<file path="src/rtl/spi_port_pkg.sv">
package spi_port_pkg;

  typedef struct packed {
    logic [1:0] rsvd;
    logic       irq_on_tx;
    logic       auto_cs;
    logic       cs_in_en;
    logic       rx_replace;
    logic [1:0] rate;
  } spi_mode_t;

  localparam logic [7:0] MODE_RESET = 8'h10;

  // core cycles per half period of the master clock
  function automatic int unsigned sclk_half(input logic [1:0] rate, input int unsigned base_div);
    return (base_div / 2) << rate;
  endfunction

  // written mode value with the reserved field forced to zero
  function automatic logic [7:0] mode_clean(input logic [7:0] v);
    return {2'b00, v[5:0]};
  endfunction

endpackage

</file>
<file path="src/rtl/spi_in_sync.sv">
module spi_in_sync #(
  parameter int W      = 3,
  parameter int STAGES = 2,
  parameter logic [W-1:0] RST = '0
) (
  input  logic         clk,
  input  logic         rst_n,
  input  logic [W-1:0] d,
  output logic [W-1:0] q
);
  logic [W-1:0] stg [STAGES];

  always_ff @(posedge clk or negedge rst_n) begin
    if (!rst_n) begin
      for (int i = 0; i < STAGES; i++) stg[i] <= RST;
    end else begin
      stg[0] <= d;
      for (int i = 1; i < STAGES; i++) stg[i] <= stg[i-1];
    end
  end

  assign q = stg[STAGES-1];
endmodule

</file>
<file path="src/rtl/spi_sclk_gen.sv">
module spi_sclk_gen
  import spi_port_pkg::*;
#(
  parameter int BASE_DIV = 8,
  parameter int CW       = 6
) (
  input  logic       clk,
  input  logic       rst_n,
  input  logic       run,
  input  logic [1:0] rate,
  output logic       sclk,
  output logic       rise,
  output logic       fall
);
  logic [CW-1:0] cnt;
  logic [CW-1:0] limit;
  logic          tick;

  assign limit = CW'(sclk_half(rate, BASE_DIV) - 1);
  assign tick  = run && (cnt >= limit);
  assign rise  = tick && !sclk;
  assign fall  = tick && sclk;

  always_ff @(posedge clk or negedge rst_n) begin
    if (!rst_n) begin
      cnt  <= '0;
      sclk <= 1'b0;
    end else if (!run) begin
      cnt  <= '0;
      sclk <= 1'b0;
    end else if (tick) begin
      cnt  <= '0;
      sclk <= !sclk;
    end else begin
      cnt <= cnt + 1'b1;
    end
  end
endmodule

</file>
<file path="src/rtl/spi_shift_core.sv">
module spi_shift_core #(
  parameter int DW = 8
) (
  input  logic          clk,
  input  logic          rst_n,
  input  logic          master,
  input  logic          m_rise,
  input  logic          m_fall,
  input  logic          m_sdi,
  input  logic          s_sclk,
  input  logic          s_sdi,
  input  logic          s_sel,
  input  logic [DW-1:0] tx_buf,
  input  logic          tx_pending,
  output logic          sdo,
  output logic          busy,
  output logic          load_evt,
  output logic          byte_done,
  output logic [DW-1:0] rx_byte
);
  localparam int CW = $clog2(DW + 1);
  localparam logic [CW-1:0] LAST  = CW'(DW);
  localparam logic [CW-1:0] SLAST = CW'(DW - 1);

  logic [DW-1:0] shreg, rxsh;
  logic [CW-1:0] bitcnt;
  logic          s_sclk_d;
  logic          s_rise, s_fall, m_start, m_end, m_chain, s_done, s_load;

  assign s_rise  = s_sclk && !s_sclk_d;
  assign s_fall  = !s_sclk && s_sclk_d;
  assign m_start = master && !busy && tx_pending;
  assign m_end   = master && busy && m_fall && (bitcnt == LAST);
  assign m_chain = m_end && tx_pending;
  assign s_done  = !master && s_sel && s_rise && (bitcnt == SLAST);
  assign s_load  = !master && s_sel && (bitcnt == '0) && tx_pending && !s_rise && !s_fall;

  assign load_evt  = m_start || m_chain || s_load;
  assign byte_done = m_end || s_done;
  assign rx_byte   = master ? rxsh : {rxsh[DW-2:0], s_sdi};
  assign sdo       = shreg[DW-1];

  always_ff @(posedge clk or negedge rst_n) begin
    if (!rst_n) begin
      shreg    <= '0;
      rxsh     <= '0;
      bitcnt   <= '0;
      busy     <= 1'b0;
      s_sclk_d <= 1'b0;
    end else begin
      s_sclk_d <= s_sclk;
      if (master) begin
        if (m_start) begin
          shreg  <= tx_buf;
          bitcnt <= '0;
          busy   <= 1'b1;
        end else if (busy && m_rise) begin
          rxsh   <= {rxsh[DW-2:0], m_sdi};
          bitcnt <= bitcnt + 1'b1;
        end else if (busy && m_fall) begin
          if (bitcnt == LAST) begin
            bitcnt <= '0;
            if (tx_pending) shreg <= tx_buf;
            else            busy  <= 1'b0;
          end else begin
            shreg <= shreg << 1;
          end
        end
      end else begin
        busy <= 1'b0;
        if (!s_sel) begin
          bitcnt <= '0;
        end else if (s_rise) begin
          rxsh   <= {rxsh[DW-2:0], s_sdi};
          bitcnt <= s_done ? '0 : bitcnt + 1'b1;
        end else if (s_fall) begin
          if (bitcnt != '0) shreg <= shreg << 1;
        end else if (s_load) begin
          shreg <= tx_buf;
        end
      end
    end
  end
endmodule

</file>
<file path="src/rtl/spi_byte_port.sv">
module spi_byte_port
  import spi_port_pkg::*;
#(
  parameter int BASE_DIV    = 8,
  parameter int SYNC_STAGES = 2
) (
  input  logic       clk,
  input  logic       rst_n,
  input  logic       master,
  input  logic       cfg_wr,
  input  logic [7:0] cfg_wdata,
  output logic [7:0] cfg_rdata,
  input  logic       tx_wr,
  input  logic [7:0] tx_wdata,
  output logic       tx_empty,
  input  logic       rx_rd,
  output logic [7:0] rx_rdata,
  output logic       rx_full,
  input  logic       ovf_clr,
  output logic       ovf_flag,
  output logic       irq,
  output logic       sclk_o,
  output logic       ss_o,
  output logic       sdo,
  input  logic       sclk_i,
  input  logic       ss_i,
  input  logic       sdi
);
  localparam int DW    = 8;
  localparam int DIV_W = $clog2(BASE_DIV * 8);

  spi_mode_t     mode_q;
  logic [DW-1:0] tx_buf;
  logic          busy, load_evt, byte_done, rx_clash, s_sel;
  logic          m_rise, m_fall;
  logic [DW-1:0] rx_byte;
  logic [2:0]    pin_sync;

  // mode register
  always_ff @(posedge clk or negedge rst_n) begin
    if (!rst_n)      mode_q <= spi_mode_t'(MODE_RESET);
    else if (cfg_wr) mode_q <= spi_mode_t'(mode_clean(cfg_wdata));
  end
  assign cfg_rdata = mode_q;

  // transmit holding register: a write wins over a same-cycle load
  always_ff @(posedge clk or negedge rst_n) begin
    if (!rst_n) begin
      tx_buf   <= '0;
      tx_empty <= 1'b1;
    end else if (tx_wr) begin
      tx_buf   <= tx_wdata;
      tx_empty <= 1'b0;
    end else if (load_evt) begin
      tx_empty <= 1'b1;
    end
  end

  // receive holding register and overflow policy
  assign rx_clash = byte_done && rx_full && !rx_rd;

  always_ff @(posedge clk or negedge rst_n) begin
    if (!rst_n) begin
      rx_rdata <= '0;
      rx_full  <= 1'b0;
      ovf_flag <= 1'b0;
    end else begin
      if (byte_done && !rx_clash) begin
        rx_rdata <= rx_byte;
        rx_full  <= 1'b1;
      end else if (rx_clash) begin
        if (mode_q.rx_replace) rx_rdata <= rx_byte;
      end else if (rx_rd) begin
        rx_full <= 1'b0;
      end
      if (rx_clash)     ovf_flag <= 1'b1;
      else if (ovf_clr) ovf_flag <= 1'b0;
    end
  end

  // slave pins: {ss, sclk, data}
  spi_in_sync #(.W(3), .STAGES(SYNC_STAGES), .RST(3'b100)) u_sync (
    .clk   (clk),
    .rst_n (rst_n),
    .d     ({ss_i, sclk_i, sdi}),
    .q     (pin_sync)
  );
  assign s_sel = !mode_q.cs_in_en || !pin_sync[2];

  spi_sclk_gen #(.BASE_DIV(BASE_DIV), .CW(DIV_W)) u_gen (
    .clk   (clk),
    .rst_n (rst_n),
    .run   (master && busy),
    .rate  (mode_q.rate),
    .sclk  (sclk_o),
    .rise  (m_rise),
    .fall  (m_fall)
  );

  spi_shift_core #(.DW(DW)) u_core (
    .clk        (clk),
    .rst_n      (rst_n),
    .master     (master),
    .m_rise     (m_rise),
    .m_fall     (m_fall),
    .m_sdi      (sdi),
    .s_sclk     (pin_sync[1]),
    .s_sdi      (pin_sync[0]),
    .s_sel      (s_sel),
    .tx_buf     (tx_buf),
    .tx_pending (!tx_empty),
    .sdo        (sdo),
    .busy       (busy),
    .load_evt   (load_evt),
    .byte_done  (byte_done),
    .rx_byte    (rx_byte)
  );

  assign irq  = mode_q.irq_on_tx ? tx_empty : rx_full;
  assign ss_o = mode_q.auto_cs ? !(master && busy) : 1'b0;
endmodule

</file>
<file path="config.mk">
export PLATFORM = sky130hd
export DESIGN_NAME = spi_byte_port
export DESIGN_NICKNAME = d
export VERILOG_FILES = /design/src/rtl/spi_port_pkg.sv /design/src/rtl/spi_in_sync.sv /design/src/rtl/spi_sclk_gen.sv /design/src/rtl/spi_shift_core.sv /design/src/rtl/spi_byte_port.sv
export SDC_FILE = /design/constraint.sdc
export NUM_CORES = 1
export LEC_CHECK = 0
export CORE_MARGIN = 2
export CORE_UTILIZATION = 48
export DETAILED_ROUTE_END_ITERATION = 10
export GPL_TIMING_DRIVEN = 0
export PLACE_DENSITY = 0.7
export SYNTH_ARGS = -nofsm -noshare
export SYNTH_HDL_FRONTEND = slang
export SYNTH_SLANG_ARGS = --single-unit
</file>
<file path="constraint.sdc">
create_clock -name clk -period 5.95 [get_ports clk]
set_input_delay 0.595 -clock clk [delete_from_list [all_inputs] [get_ports clk]]
set_output_delay 0.595 -clock clk [all_outputs]
set_load 0.02 [all_outputs]
</file>
Word level (Yosys, flattened, before mapping):

Index checks and enable logic that the tools add are counted.

* memory bits (writable): 0
* flip-flop bits (word level): 60
* memories kept: 0
* output and inout port bits: 23
* ROM bits: 0
* bits in latches: 0
* word-level logic and storage cells: 143
* input port bits: 26

* div/mod/pow operators: 0
* muxes and demuxes: 47
* shifts and indexed selects: 1
* $lt $le $gt $ge: 1
* reductions and logical operators: 56
* bitwise operators: 0
* equal/unequal tests: 16
* multipliers: 0
* add/subtract/negate cells: 3

Operators with widths (number)
* 8-bit 2-to-1 mux: 20
* 4-bit 2-to-1 mux: 8
* 1-bit logical AND: 23
* 1-bit 2-to-1 mux: 17
* 2-bit nonzero test: 7
* 1-bit logical NOT: 13
* 6-bit 2-to-1 mux: 2
* 3-bit by 1-bit inequality test with 1-bit output (second input constant): 3
* 4-bit by 1-bit inequality test with 1-bit output (second input constant): 2
* 4-bit AND reduction: 2
* 7-bit AND reduction: 1
* 6-bit by 1-bit adder with 6-bit output (second input constant): 1
* 6-bit greater-or-equal comparator: 1
* 2-bit inequality test (second input constant): 3
* 3-bit inequality test (second input constant): 2
* 3-bit by 2-bit << shifter with 6-bit output (first input constant): 1
* 6-bit by 1-bit subtractor with 6-bit output (second input constant): 1
* 4-bit by 1-bit adder with 4-bit output (second input constant): 1
* 4-bit by 3-bit equality test with 1-bit output (second input constant): 1
* 4-bit equality test (second input constant): 1
* 4-bit logical NOT: 1
* 1-bit logical OR: 4
* 2-bit by 1-bit inequality test with 1-bit output (second input constant): 2
* 4-bit by 3-bit inequality test with 1-bit output (second input constant): 1
* other kinds (5): 6

Longest topological paths before layout:

* depth in word-level cells: 14
* gate-level depth with buffers: 8
* depth with buffers taken out: 7

Hierarchy:

A second synthesis with hierarchy kept.

* cells, all modules: 255
* area, all modules: 3081.7 sq um

By module, submodules not included
* spi_shift_core: area an instance 1345.0 sq um, cells an instance 112, seq. area each 550.5 sq um, times used 1
* spi_byte_port: area an instance 1149.9 sq um, cells an instance 93, seq. area each 628.1 sq um, times used 1
* spi_sclk_gen: area an instance 411.6 sq um, cells an instance 41, seq. area each 175.2 sq um, times used 1
* spi_in_sync: area an instance 175.2 sq um, cells an instance 9, seq. area each 152.6 sq um, times used 1

Worst setup path before layout:

Ideal clock, no wire load.

* path type: register -> register
* from: register mode_q, in the netlist cfg_rdata[1]
* to: register u_core.rxsh[0]
* data required time: 5825 ps
* path slack: 3793 ps
* cell stages (with the launch flop): 8
* setup time: 125 ps
* buffers on the path: 0
* clock period less this slack: 2157 ps
* data arrival time: 2031 ps
* cell sequence: dfrtp_1 -> inv_1 -> ha_1 -> o211ai_1 -> o21ai_4 -> o221ai_4 -> nor2_8 -> mux2_4

* word-level cells in the longest chain between the ends: 8

RTL lines
* start: declaration: line spi_byte_port.sv:32 `spi_mode_t mode_q;`
* start signal: assignment: line spi_byte_port.sv:41 `if (!rst_n) mode_q <= spi_mode_t'(MODE_RESET);`
* start signal: assignment: line spi_byte_port.sv:42 `else if (cfg_wr) mode_q <= spi_mode_t'(mode_clean(cfg_wdata));`
* 3-bit by 2-bit << shifter with 6-bit output: line spi_port_pkg.sv:16 `return (base_div / 2) << rate;`
* 6-bit by 1-bit subtractor with 6-bit output: line spi_sclk_gen.sv:19 `assign limit = CW'(sclk_half(rate, BASE_DIV) - 1);`
* 6-bit greater-or-equal comparator: line spi_sclk_gen.sv:20 `assign tick = run && (cnt >= limit);`
* 1-bit logical AND: line spi_sclk_gen.sv:20
* 1-bit logical AND: line spi_sclk_gen.sv:21 `assign rise = tick && !sclk;`
* 1-bit logical AND: line spi_shift_core.sv:57 `end else if (busy && m_rise) begin`
* 2-bit by 1-bit inequality test with 1-bit output (no line)
* 4-bit AND reduction (no line)
* end signal: assignment: line spi_shift_core.sv:58 `rxsh <= {rxsh[DW-2:0], m_sdi};`
* end signal: assignment: line spi_shift_core.sv:74 `rxsh <= {rxsh[DW-2:0], s_sdi};`
* end: declaration: line spi_shift_core.sv:25 `logic [DW-1:0] shreg, rxsh;`

No other way between the ends.
A chain may end at the register's enable or synchronous reset.

Final worst setup path:

* from: register tx_empty
* to: output irq

* word-level cells in the longest chain between the ends: 1

RTL lines
* start: declaration: line spi_byte_port.sv:15 `output logic tx_empty,`
* start signal: assignment: line spi_byte_port.sv:50 `tx_empty <= 1'b1;`
* start signal: assignment: line spi_byte_port.sv:53 `tx_empty <= 1'b0;`
* start signal: assignment: line spi_byte_port.sv:55 `tx_empty <= 1'b1;`
* 1-bit 2-to-1 mux: line spi_byte_port.sv:119 `assign irq = mode_q.irq_on_tx ? tx_empty : rx_full;`
* end: declaration: line spi_byte_port.sv:21 `output logic irq,`

No other way between the ends.

==> results.md <==
* Outcome: completed
* Vias at between 1.5k and 2k
* Ant. Diodes at 0
* Final Hold Viols at 0
* Starting density of the core at 50.3%
* Max layer used: met4
* Post-layout nets at 308
* Die height at roughly 83 um
* Die Area at 6920 um^2
* Count of final setup violators at 0
* Power Density at 310 nW/um^2
* P_leak at around 1.7 nW
* Critical path startpoint category: flop
* H-tree depth at 3
* TritonCTS Sinks at 60
* Setup crit end kind: output pin
* Max transition margin at 45.3%
* Multi-input logic area at 1420 um^2
* RSZ-0062 raised after global routing: no
* Min-delay worst type: in -> async
* Number of max-cap violations at 0
* Overall Global Routing Usage at 16.8%
* CTS Hold Bufs at 0
* Yosys cell types at 58
* Share of cells above drive strength 1 at 34.4%
* Kind of critical path: reg -> out
* Period Utilization, post-route at approximately two fifths
* Wire per inst at about 15 um
* Final ANT Viol Nets at 0
* First-pass GRT wire length at roughly 9.1 mm
* Die Wd at 83.2 um
* Postcts setup bufs at 0
* Global route overflow at 0
* Fillcell total at ~480
* CP delay by family, top: flip-flops
* YS warnings at 0
* Placed cell count at 339
* Fin area at 3720 um^2
* DR DRC count at 0
* CTS resizes at 0
* Final Power at 1.16 mW
* DR WL met2 at 2.36 mm
* Max Fclk at 430 MHz
* WL final at around 5.3 mm
* Vias in the first global route at 1,884
* CTS tree: done
* Post-Syn Instances at 221
* Final TNS setup at 0 ns
* WHS at 0.349 ns
* CP max stage delay at 0.63 ns
* Maximum clock insertion buffer count at 2
* EDFF count, synth at 0
* Num ports at 49
* Synth Flop Type: dfrtp_1
* Largest net degree at the start of global routing at 37
* Routed met3 length at 198 um
* Tmin final at 2.33 ns
* Setup WS pre-CTS at 3.62 ns
* Clock Skews at between 0.006 and 0.007 ns
* Worst-path clk slew at 0.07 ns
* Peak VDD IR at 0.183 mV
* Post-Syn Area per Cell at 13.6 um^2
* Mapped Area at around 3000 um^2
* CP required at 5.36 ns
* Synth-to-layout area growth at 23.7%
* Placed instance area at 3530 um^2
* Synthesis-stage register bit count at 60
* Final WS setup at 3.62 ns
* Clk_lat worst skew at between 0.3 and 0.4 ns
* Root Driver: clkbuf_8
* Dpl hpwl at 3.63 mm
* WP buf/inv at 1
* Vias per inst at roughly 5.2
* CP max FO at 9
* Post-route core utilization at between 60% and 70%
* R2R Path Start: cfg_rdata[0]
* Crit path cell chain: mux2_2 -> clkdlybuf4s50_1
* Seq/Total Area, Yosys at 50.0%
* Gpl congestion at between 0.7 and 0.8
* Slowest CP cell: dfstp_2
* Core Area at 5990 um^2
* Initial antenna violation count at 0
* Worst-margin pin slew at 0.820 ns
* Rows at 28
* Port bufs at 41
* Ys async rst share at 100%
* Pins Over Slew Limit at 0
* Detailed Route Iter0 Violations at 69
* Worst Setup SP: tx_empty
* First drt pass iteration count at 4
* Wire length on met1 at 2.58 mm
* Fin cells at 354
* Worst EP arrival at 1.73 ns
* Inserted Clock Buffers at 9
* Seq. cell area at 1510 um^2
layout make-up:
class | instances | share of cell area, %
multi-input cells | 146 | 38.2
repair buffers | 42 | 11.4
flip-flops and latches | 60 | 40.4
clock buffers | 10 | 3.69
well taps | 75 | 2.52
inverters | 9 | 0.907
plain buffers | 7 | 1.41
clock inverters | 5 | 1.41
worst paths after layout:
check / endpoint / slack (ns) / depth (start not counted)
worst max-delay path: irq / 3.62 / 2
worst min-delay path: rx_rdata[3] / 0.35 / 1
worst max register to register: u_core.rxsh[1] / 3.73 / 7
worst min register to register: u_sync.q[0] / 0.35 / 0
max in group asynchronous: u_core.shreg[0] / 5.00 / 2
min in group clk: u_sync.q[0] / 0.35 / 0
synth_stat cells, types with 2 or more instances:
cell type  instances  area share (%)
clkbuf_1           2            0.25
dfrtp_1           56              47
xor2_1             2            0.58
mux2_4            23              11
nand3_1            5            0.83
inv_2              2            0.25
nand2_1           16             2.0
nor2_8             2             1.3
dfstp_2            4             3.5
buf_4              3            0.75
mux2_2            23             8.6
a22o_1             2            0.58
buf_6              2            0.75
conb_1             2            0.25
ha_1               7             2.9
a21oi_2            2            0.58
inv_1              7            0.87
nor2_1            10             1.2
xnor2_1            3            0.87
a21oi_1            5            0.83
mux2_1             6             2.2
cell usage in the layout (no fill, tap or decap), types with 4 or more instances in the layout:
| cell | count |
|---|---|
| ha_1 | 7 |
| nand3_1 | 5 |
| mux2_1 | 6 |
| dfrtp_1 | 56 |
| mux2_4 | 23 |
| nand2_1 | 16 |
| a21oi_1 | 5 |
| inv_1 | 7 |
| clkdlybuf4s50_1 | 40 |
| dfstp_2 | 4 |
| clkbuf_8 | 10 |
| mux2_2 | 23 |
| nor2_1 | 10 |
cell families after synthesis:
| group | synth area share (%) |
|---|---|
| adders and majority gates | 2.91 |
| AOI/OAI and AO/OA | 9.64 |
| xor gates and xnor gates | 1.45 |
| DFF | 50.0 |
| muxes | 22.6 |
| other | 0.249 |
| and+or+nand+nor | 10.2 |
| buffers and inverters | 2.87 |
layer usage:
metal  up-vias  global-route usage, %
li1        881                      -
met4         0                   8.05
met5         -                      0
met3         9                   5.07
met2        31                   24.0
met1       906                   23.2
power breakdown:
part / internal (mW) / switching [mW]
logic: 0.167 / 0.0982
clock network: 0.200 / 0.156
registers: 0.481 / 0.0539
state kept, by name, summed over array words and instances, names as in the netlist:
signal           cells
cfg_rdata            6
ovf_flag             1
rx_full              1
rx_rdata             8
tx_buf               8
tx_empty             1
u_core.bitcnt        4
u_core.busy          1
u_core.rxsh          8
u_core.s_sclk_d      1
u_core.shreg         8
u_gen.cnt            6
u_gen.sclk           1
u_sync.q             3
u_sync.stg           3
Power figures use the tool's default switching activity.
